**src/rtl/sadc_pkg.sv**
```systemverilog
package sadc_pkg;

    typedef enum logic [3:0] {
        S_IDLE,
        S_WAIT_START,
        S_GET_MODE,
        S_GET_CHAN,
        S_GET_ORDER,
        S_LATCH_WAIT,
        S_NULL_BIT,
        S_SHIFT_FWD,
        S_SHIFT_REV,
        S_TAIL
    } frame_state_e;

endpackage

```
**src/rtl/sadc_sync.sv**
```systemverilog
// Multi-stage synchroniser for a bundle of asynchronous pins.
module sadc_sync #(
    parameter int               WIDTH   = 1,
    parameter int               STAGES  = 2,
    parameter logic [WIDTH-1:0] RST_VAL = '0
) (
    input  logic             clk,
    input  logic             rst_n,
    input  logic [WIDTH-1:0] d,
    output logic [WIDTH-1:0] q
);
    localparam int CHAIN_W = WIDTH * STAGES;

    logic [CHAIN_W-1:0] chain;

    always_ff @(posedge clk or negedge rst_n) begin
        if (!rst_n) begin
            chain <= {STAGES{RST_VAL}};
        end else begin
            chain <= {chain[CHAIN_W-WIDTH-1:0], d};
        end
    end

    assign q = chain[CHAIN_W-1 -: WIDTH];
endmodule

```
**src/rtl/sadc_edge_det.sv**
```systemverilog
// Turns a synchronised serial clock into rise and fall pulses.
module sadc_edge_det (
    input  logic clk,
    input  logic rst_n,
    input  logic level,
    output logic rise,
    output logic fall
);
    logic level_d;

    always_ff @(posedge clk or negedge rst_n) begin
        if (!rst_n) begin
            level_d <= 1'b0;
        end else begin
            level_d <= level;
        end
    end

    assign rise = level & ~level_d;
    assign fall = ~level & level_d;
endmodule

```
**src/rtl/sadc_result_hold.sv**
```systemverilog
// Picks the commanded channel and freezes its word for the frame.
module sadc_result_hold #(
    parameter int RES_W = 10
) (
    input  logic             clk,
    input  logic             rst_n,
    input  logic [RES_W-1:0] ch0_val,
    input  logic [RES_W-1:0] ch1_val,
    input  logic             chan_sel,
    input  logic             capture,
    output logic [RES_W-1:0] held
);
    logic [RES_W-1:0] picked;

    assign picked = chan_sel ? ch1_val : ch0_val;

    always_ff @(posedge clk or negedge rst_n) begin
        if (!rst_n) begin
            held <= '0;
        end else if (capture) begin
            held <= picked;
        end
    end
endmodule

```
**src/rtl/sadc_frame_fsm.sv**
```systemverilog
// Command decode and result sequencing for one chip-select frame.
module sadc_frame_fsm
    import sadc_pkg::*;
#(
    parameter int RES_W = 10,
    localparam int IDX_W = $clog2(RES_W)
) (
    input  logic             clk,
    input  logic             rst_n,
    input  logic             cs_act,
    input  logic             sclk_rise,
    input  logic             sclk_fall,
    input  logic             din,
    input  logic [RES_W-1:0] held,
    output frame_state_e     state,
    output logic             mode_se,
    output logic             chan_sel,
    output logic             order_msb,
    output logic             capture,
    output logic             dout,
    output logic [IDX_W-1:0] bit_idx
);
    localparam logic [IDX_W-1:0] LAST_IDX = IDX_W'(RES_W - 1);
    localparam logic [IDX_W-1:0] ZERO_IDX = '0;

    frame_state_e nxt;

    // next-state decode
    always_comb begin
        nxt = state;
        if (!cs_act) begin
            nxt = S_IDLE;
        end else begin
            unique case (state)
                S_IDLE:       nxt = S_WAIT_START;
                S_WAIT_START: if (sclk_rise && din) nxt = S_GET_MODE;
                S_GET_MODE:   if (sclk_rise) nxt = S_GET_CHAN;
                S_GET_CHAN:   if (sclk_rise) nxt = S_GET_ORDER;
                S_GET_ORDER:  if (sclk_rise) nxt = S_LATCH_WAIT;
                S_LATCH_WAIT: if (sclk_fall) nxt = S_NULL_BIT;
                S_NULL_BIT:   if (sclk_fall) nxt = S_SHIFT_FWD;
                S_SHIFT_FWD: begin
                    if (sclk_fall && bit_idx == ZERO_IDX) begin
                        nxt = order_msb ? S_TAIL : S_SHIFT_REV;
                    end
                end
                S_SHIFT_REV: begin
                    if (sclk_fall && bit_idx == LAST_IDX) nxt = S_TAIL;
                end
                S_TAIL:       nxt = S_TAIL;
                default:      nxt = S_IDLE;
            endcase
        end
    end

    // state register
    always_ff @(posedge clk or negedge rst_n) begin
        if (!rst_n) begin
            state <= S_IDLE;
        end else begin
            state <= nxt;
        end
    end

    assign capture = cs_act && sclk_fall && (state == S_LATCH_WAIT);

    // outputs and captured command bits
    always_ff @(posedge clk or negedge rst_n) begin
        if (!rst_n) begin
            dout      <= 1'b0;
            bit_idx   <= '0;
            mode_se   <= 1'b0;
            chan_sel  <= 1'b0;
            order_msb <= 1'b0;
        end else if (!cs_act) begin
            dout    <= 1'b0;
            bit_idx <= '0;
        end else begin
            unique case (state)
                S_GET_MODE:  if (sclk_rise) mode_se   <= din;
                S_GET_CHAN:  if (sclk_rise) chan_sel  <= din;
                S_GET_ORDER: if (sclk_rise) order_msb <= din;
                S_LATCH_WAIT: if (sclk_fall) dout <= 1'b0;
                S_NULL_BIT: begin
                    if (sclk_fall) begin
                        dout    <= held[LAST_IDX];
                        bit_idx <= LAST_IDX;
                    end
                end
                S_SHIFT_FWD: begin
                    if (sclk_fall) begin
                        if (bit_idx == ZERO_IDX) begin
                            if (order_msb) begin
                                dout <= 1'b0;
                            end else begin
                                bit_idx <= IDX_W'(1);
                                dout    <= held[1];
                            end
                        end else begin
                            bit_idx <= bit_idx - 1'b1;
                            dout    <= held[bit_idx - 1'b1];
                        end
                    end
                end
                S_SHIFT_REV: begin
                    if (sclk_fall) begin
                        if (bit_idx == LAST_IDX) begin
                            dout <= 1'b0;
                        end else begin
                            bit_idx <= bit_idx + 1'b1;
                            dout    <= held[bit_idx + 1'b1];
                        end
                    end
                end
                S_TAIL: dout <= 1'b0;
                default: ;
            endcase
        end
    end
endmodule

```
**src/rtl/sadc_frame_slave.sv**
```systemverilog
module sadc_frame_slave
    import sadc_pkg::*;
#(
    parameter int RES_W       = 10,
    parameter int SYNC_STAGES = 2,
    localparam int IDX_W      = $clog2(RES_W)
) (
    input  logic             clk,
    input  logic             rst_n,
    input  logic             sclk_in,
    input  logic             csn_in,
    input  logic             mosi_in,
    input  logic [RES_W-1:0] ch0_result,
    input  logic [RES_W-1:0] ch1_result,
    output logic             miso_out,
    output logic             miso_oe,
    output logic             cmd_single,
    output logic             cmd_chan
);
    logic             sclk_s;
    logic             csn_s;
    logic             din_s;
    logic             cs_act;
    logic             sclk_rise;
    logic             sclk_fall;
    logic [RES_W-1:0] held_val;
    logic             chan_sel;
    logic             order_msb;
    logic             capture;
    logic             dout;
    logic [IDX_W-1:0] bit_idx;
    frame_state_e     fsm_state;

    sadc_sync #(
        .WIDTH   (3),
        .STAGES  (SYNC_STAGES),
        .RST_VAL (3'b010)
    ) u_sync (
        .clk   (clk),
        .rst_n (rst_n),
        .d     ({sclk_in, csn_in, mosi_in}),
        .q     ({sclk_s, csn_s, din_s})
    );

    assign cs_act = ~csn_s;

    sadc_edge_det u_edge (
        .clk   (clk),
        .rst_n (rst_n),
        .level (sclk_s),
        .rise  (sclk_rise),
        .fall  (sclk_fall)
    );

    sadc_result_hold #(.RES_W(RES_W)) u_hold (
        .clk      (clk),
        .rst_n    (rst_n),
        .ch0_val  (ch0_result),
        .ch1_val  (ch1_result),
        .chan_sel (chan_sel),
        .capture  (capture),
        .held     (held_val)
    );

    sadc_frame_fsm #(.RES_W(RES_W)) u_fsm (
        .clk       (clk),
        .rst_n     (rst_n),
        .cs_act    (cs_act),
        .sclk_rise (sclk_rise),
        .sclk_fall (sclk_fall),
        .din       (din_s),
        .held      (held_val),
        .state     (fsm_state),
        .mode_se   (cmd_single),
        .chan_sel  (chan_sel),
        .order_msb (order_msb),
        .capture   (capture),
        .dout      (dout),
        .bit_idx   (bit_idx)
    );

    assign cmd_chan = chan_sel;
    assign miso_oe  = cs_act;
    assign miso_out = cs_act & dout;
endmodule

```
**config.mk**
```make
export PLATFORM = sky130hd
export DESIGN_NAME = sadc_frame_slave
export DESIGN_NICKNAME = d
export VERILOG_FILES = /design/src/rtl/sadc_pkg.sv /design/src/rtl/sadc_sync.sv /design/src/rtl/sadc_edge_det.sv /design/src/rtl/sadc_result_hold.sv /design/src/rtl/sadc_frame_fsm.sv /design/src/rtl/sadc_frame_slave.sv
export SDC_FILE = /design/constraint.sdc
export NUM_CORES = 1
export LEC_CHECK = 0
export BUFFER_PORTS_ARGS = -buffer_cell sky130_fd_sc_hd__buf_2
export CORE_MARGIN = 2
export CORE_UTILIZATION = 35
export DETAILED_ROUTE_END_ITERATION = 10
export GPL_TIMING_DRIVEN = 0
export HOLD_SLACK_MARGIN = 0.12
export MAX_ROUTING_LAYER = met4
export SLEW_MARGIN = 10
export SYNTH_ARGS = -nofsm -noshare
export SYNTH_HDL_FRONTEND = slang
export SYNTH_SLANG_ARGS = --single-unit
```
**constraint.sdc**
```tcl
create_clock -name clk -period 3.53 [get_ports clk]
set_input_delay 0.353 -clock clk [delete_from_list [all_inputs] [get_ports clk]]
set_output_delay 0.353 -clock clk [all_outputs]
set_load 0.1 [all_outputs]
```
==> results.ini, run 1 <==
[status]
outcome=completed

[timing]
slew_violations=0
hold_violations=0
fmax_ghz=0.3630
setup-tns-final_ps=0
relSlewSlack=0.5408
final-setup-viol-count=0
rsz0062_at_grt=false
skew_ps=9.079
tightest_slew_ps=688.8
fin_crit_sh=0.7805
min_period_ps=2755

[global_routing]
antenna_found_initial=0
grt_usage=0.1638
overflow=0
grt_first_pass_wirelength_um=6837
grt_pass1_vias=1401
grt_max_degree=30

[routing]
wire_per_inst_um=14.09
firstDrtPassIters=4
initialDrtViolationCount=46
drc=0
wirelength_um=3944
vias_per_cell=5.225
vias=1463
ant_nets=0

[setup_path]
worst-setup-path-type=reg2reg
cp-end-kind=flop
path_max_fanout=7
crit_required_ps=3690
crit_arrival_ps=2920
worstSetupStartpointType=flop

[floorplan]
num_io_pins=29
dieHeight_um=75.82
initial_core_util=0.3581
dieArea_mm2=0.005749
core-area_mm2=0.005042
die_w_um=75.82
num_rows=26

[synth]
dominantRegCellSynth=dfrtp_1
seq_area_frac_synth=0.4033
synth_edf_count=0
netlist_area_mm2=0.001805
ys_top_cells_by_area=dfrtp_1 37%, mux2i_1 7.2%, mux4_2 5.0%
avgSynthCellArea_um2=10.44
yosysWarnings=0
synth_mux_area_frac=0.1532
yosysMostFrequentCell=dfrtp_1
syn-num-nets=202
synth_cells=173
synth_top_family_by_area=simple AND/OR/NAND/NOR gates
synth_compound_area_frac=0.1538
yosysTopAreaCell=dfrtp_1
synth-simple-area-share=0.2065
synthXorXnorAreaFrac=0.01940
synth_top_area_share=0.3742
synthArstFlopShare=1.000
ys_ff_latch=29
synth-adder-area-share=0.02772
synthTopCellsByCount=27 x dfrtp_1, 15 x nand2_1, 13 x mux2i_1
synth.distinct_cells=53

[worst_hold_path]
hold_class=in2reg

[cts]
clock-root-buffer=clkbuf_8
insertion_delay_ps=290
post_cts_resized=0
cts_tree=yes
cts_made_buffers=5
cts_buffer_depth=2
cts.sinks=29
cts_setup_buffers=0
h-tree-depth=2
clk_pin_slew_ps=60
cts_hold_buf=1

[final_layout]
drive_gt1_frac=0.2476
diodes=0
synthToLayoutAreaGrowth_pct=19.61
fin_nets=238

[pwr]
leakage_nw=0.8907
ir_drop_mv=0.2372
power_uw=934.2
power_density_mw_per_mm2=432.6

[run]
maxCapViolations=0

[place]
hpwl_um=2899
routabilityCongestion=0.8497
io_buffers=28

[metal layers]
metal	global-route usage	share of wire
met1	0.2211	0.50
met5	-	0
met3	0.03571	0.036
met4	0.05263	0.015
met2	0.2452	0.45
[final timing paths]
check / cells after the start / slack [ps] / to / from
min reg2reg: 0 / 350 / u_sync.chain[5]$_DFF_PN0_ / u_sync.chain[2]$_DFF_PN0_
max: 8 / 770 / u_fsm.dout$_DFFE_PN0P_ / u_fsm.bit_idx[0]$_DFFE_PN0P_
max reg2reg: 8 / 770 / u_fsm.dout$_DFFE_PN0P_ / u_fsm.bit_idx[0]$_DFFE_PN0P_
max in group asynchronous: 2 / 2470 / u_fsm.mode_se$_DFFE_PN0P_ / rst_n
min: 1 / 170 / u_sync.chain[1]$_DFF_PN1_ / csn_in
min in group asynchronous: 2 / 640 / u_fsm.chan_sel$_DFFE_PN0P_ / rst_n
[placed cells by master (no fill, tap or decap), types with 2 or more instances in the layout]
| cell | instances |
|---|---|
| buf_2 | 29 |
| nand3_1 | 5 |
| o21ai_1 | 2 |
| mux2i_1 | 13 |
| a21oi_1 | 3 |
| nand3b_1 | 2 |
| nand2_1 | 15 |
| xnor2_1 | 3 |
| ha_1 | 4 |
| nor3_1 | 3 |
| mux2_2 | 4 |
| o21ai_0 | 12 |
| and4b_1 | 2 |
| clkbuf_1 | 9 |
| inv_1 | 3 |
| dfrtp_1 | 27 |
| nand4_1 | 3 |
| nand4b_1 | 2 |
| and2_1 | 2 |
| o221ai_1 | 2 |
| nor2_1 | 8 |
| dfstp_2 | 2 |
| nand2b_1 | 5 |
| a211oi_1 | 5 |
| mux4_2 | 4 |
| nor2b_1 | 6 |
| clkbuf_8 | 6 |
[metrics by stage]
step                      hold slack (ps)    util  area [um2]  cells  worst slack, ps
after floorplan                     57.41       -        1805    173            922.5
after global placement              332.5  0.4032        2033    271            789.7
after detailed placement            337.1  0.4032        2033    271            721.1
after CTS                           165.4  0.4283        2160    280            713.5
after global routing                163.3  0.4283        2160    280            449.8
final                               172.8  0.4283        2160    280            774.9
[logic make-up (layout without fill, tap and decap cells)]
kind of cell    Yosys count  count (layout)
mux                      22              22
buf+inv                  14              51
xor+xnor                  4               4
flops                    29              29
simple gates             62              62
compound gates           38              38
fa+ha+maj                 4               4
[final cells by class]
class	count	area, um2
clock buffer	7	86.33
buffer	11	53.80
tap	70	87.58
inverter	3	11.26
sequential	29	728.2
timing repair buffer	29	150.1
fill	487	2883
clock inverter	1	30.03
multi-input combinational	130	1012
[power by group]
group / total [mW] / switching, mW / internal [mW]
Clock: 0.357 / 0.127 / 0.230
Sequential: 0.376 / 0.0241 / 0.352
Combinational: 0.201 / 0.132 / 0.0690
[sequential cells by signal, indices dropped and copies added, names as in the netlist]
register / flops
u_fsm.order_msb: 1
u_fsm.bit_idx: 4
u_edge.level_d: 1
u_sync.chain: 6
u_fsm.dout: 1
u_fsm.state: 4
u_fsm.chan_sel: 1
u_fsm.mode_se: 1
u_hold.held: 10
[critical path, stage by stage (launching register included)]
cell      delay [ps]
dfrtp_1          370
clkbuf_1         310
inv_1            180
ha_1             310
clkbuf_1         330
mux4_2           550
mux2_2           270
a211oi_1         230
a21boi_1         100
(Power assumes the default switching activity.)
==> inputs of run 2 (changes only) <==
==> constraint.sdc (replaced) <==
create_clock -name clk -period 2.6 [get_ports clk]
set_input_delay 0.26 -clock clk [delete_from_list [all_inputs] [get_ports clk]]
set_output_delay 0.26 -clock clk [all_outputs]
set_load 0.1 [all_outputs]
==> results.ini, run 2 (synthesized netlist as in run 1, its figures left out) <==
[status]
outcome=completed  ; unchanged

[floorplan]
dieArea_mm2=0.005749  ; unchanged
initial_core_util=0.3581  ; unchanged
die_w_um=75.82  ; unchanged
num_io_pins=29  ; unchanged
core-area_mm2=0.005042  ; unchanged
dieHeight_um=75.82  ; unchanged
num_rows=26  ; unchanged

[place]
hpwl_um=2798  ; was 2899 um
routabilityCongestion=0.8112  ; was 0.8497
io_buffers=28  ; unchanged
dpl-instance-area_mm2=0.002036  ; was 0.002033 mm2

[routing]
wirelength_um=3841  ; was 3944 um
firstDrtPassIters=4  ; unchanged
vias_per_cell=5.221  ; was 5.225
vias=1467  ; was 1463
wire_per_inst_um=13.67  ; was 14.09 um
ant_nets=0  ; unchanged
drc=0  ; unchanged
initialDrtViolationCount=79  ; was 46

[timing]
hold_violations=0  ; unchanged
relSlewSlack=0.5416  ; was 0.5408
min_period_ps=2314  ; was 2755 ps
fmax_ghz=0.4322  ; was 0.3630 GHz
tightest_slew_ps=687.6  ; was 688.8 ps
rsz0062_at_grt=false  ; unchanged
final-setup-viol-count=0  ; unchanged
skew_ps=9.675  ; was 9.079 ps
fin_crit_sh=0.8899  ; was 0.7805
slew_violations=0  ; unchanged

[worst_hold_path]
hold_start=ch0_result[9]  ; was csn_in
hold_class=in2reg  ; unchanged

[final_layout]
synthToLayoutAreaGrowth_pct=21.07  ; was 19.61%
fin_nets=239  ; was 238
regMostFlops=u_hold.held  ; unchanged
top_regs=u_hold.held: 10 flops, u_sync.chain: 6 flops  ; unchanged
postLayoutCellArea_mm2=0.002186  ; was 0.002160 mm2
largest_register_ff_count=10  ; unchanged
diodes=0  ; unchanged
drive_gt1_frac=0.2559  ; was 0.2476
utilization=0.4335  ; was 0.4283
final_cell_mix=29 x buf_2, 26 x dfrtp_1, 15 x nand2_1  ; was 29 x buf_2, 27 x dfrtp_1, 15 x nand2_1
final_common_cell=buf_2  ; unchanged
nFillCells=489  ; was 487

[pwr]
power_density_mw_per_mm2=579.6  ; was 432.6 mW/mm2
leakage_nw=0.8991  ; was 0.8907 nW
ir_drop_mv=0.3286  ; was 0.2372 mV
power_mw=1.267  ; was 934.2 uW

[global_routing]
grt_usage=0.1589  ; was 0.1638
overflow=0  ; unchanged
antenna_found_initial=0  ; unchanged
grt_max_degree=30  ; unchanged
grt_pass1_vias=1435  ; was 1401
grt_first_pass_wirelength_um=6555  ; was 6837 um

[cts]
cts_made_buffers=5  ; unchanged
h-tree-depth=2  ; unchanged
clk_pin_slew_ps=60  ; about the same
cts.sinks=29  ; unchanged
cts_tree=yes  ; unchanged
cts_buffer_depth=2  ; unchanged
insertion_delay_ps=280  ; was 290 ps
clock-root-buffer=clkbuf_8  ; unchanged

[setup_path]
crit_required_ps=2760  ; was 3690 ps
path_max_fanout=8  ; was 7
slowest_stage=mux4_2  ; unchanged
reg2reg_slack_ps=290  ; was 770 ps
crit_family=multiplexers  ; was buffers and inverters
r2r-start=u_fsm.bit_idx[0]$_DFFE_PN0P_  ; unchanged
worstSetupStartpointType=flop  ; unchanged
path_cells=inv_1 -> ha_1 -> mux4_2 -> mux2_2 -> a211oi_1 -> a21boi_1  ; was clkbuf_1 -> inv_1 -> ha_1 -> clkbuf_1 -> mux4_2 -> mux2_2 -> a211oi_1 -> a21boi_1
crit_arrival_ps=2470  ; was 2920 ps
cp-end-kind=flop  ; unchanged
critPathMaxStageDelay_ps=530  ; was 550 ps
crit_buf_inv=1  ; was 3
cp-startpoint=u_fsm.bit_idx[0]$_DFFE_PN0P_  ; unchanged
worst-setup-path-type=reg2reg  ; unchanged

[run]
maxCapViolations=0  ; unchanged

## run 2: cell count changes in the layout (fill, tap and decap cells not counted), sizes merged
cell,before,now
clkbuf,15,13
dlygate4sd3,1,4
## run 2: report_power, final
group          internal [mW]  switching [mW]  leakage (nW)  total (mW)
sequential             0.478          0.0306         0.331       0.509
combinational         0.0965           0.178         0.510       0.275
clock                  0.312           0.171        0.0585       0.483
total                  0.887           0.380         0.899        1.27
## run 2: tightest hold or removal path: cells and delay by family
family                 cells  cell delay, ps
multiplexers               1              50
AO/OA/AOI/OAI              1             120
buffers and inverters      1              80
## run 2: path summary, 6_finish.rpt
check	to	depth (start not counted)
worst min-delay path	u_hold.held[9]$_DFFE_PN0P_	3
worst max register to register	u_fsm.dout$_DFFE_PN0P_	6
worst min register to register	u_sync.chain[5]$_DFF_PN0_	0
worst max-delay path	u_fsm.dout$_DFFE_PN0P_	6
max in group asynchronous	u_fsm.bit_idx[0]$_DFFE_PN0P_	2
min in group asynchronous	u_fsm.bit_idx[2]$_DFFE_PN0P_	2
## run 2: cell type report
type	count	area, um2	area share
inverter	3	11.26	0.005152
sequential	29	729.5	0.3337
multi-input combinational	130	1015	0.4642
timing repair buffer	32	180.2	0.08243
clock inverter	1	30.03	0.01374
tap	70	87.58	0.04007
buffer	9	46.29	0.02118
clock buffer	7	86.33	0.03950
## run 2: timing repair
item,4_1_cts,5_1_grt
setup endpoints to repair,1,1
gates resized for setup,1,0
hold endpoints to repair,30,0
hold buffers,4,0
buffers inserted,0,0
## run 2: routing by layer
metal / wire length, um / track usage / vias to the layer above
met1: 1863 / 0.2102 / 706
met3: 147 / 0.03571 / 7
met4: 77 / 0.07407 / 0
met2: 1753 / 0.2308 / 38
met5: 0 / - / -
li1: - / - / 716
## run 2: metrics by stage
| stage | instances | hold WS, ps | setup TNS (ps) | setup slack (ps) |
|---|---|---|---|---|
| floorplan | 173 | -35.59 | 0 | 109.2 |
| global placement | 271 | 325.7 | -123.4 | -123.4 |
| detailed placement | 271 | 324.5 | -162.0 | -162.0 |
| CTS | 282 | 267.3 | 0 | 121.9 |
| global route | 281 | 288.3 | 0 | 125.2 |
| finish | 281 | 268.9 | 0 | 286.2 |
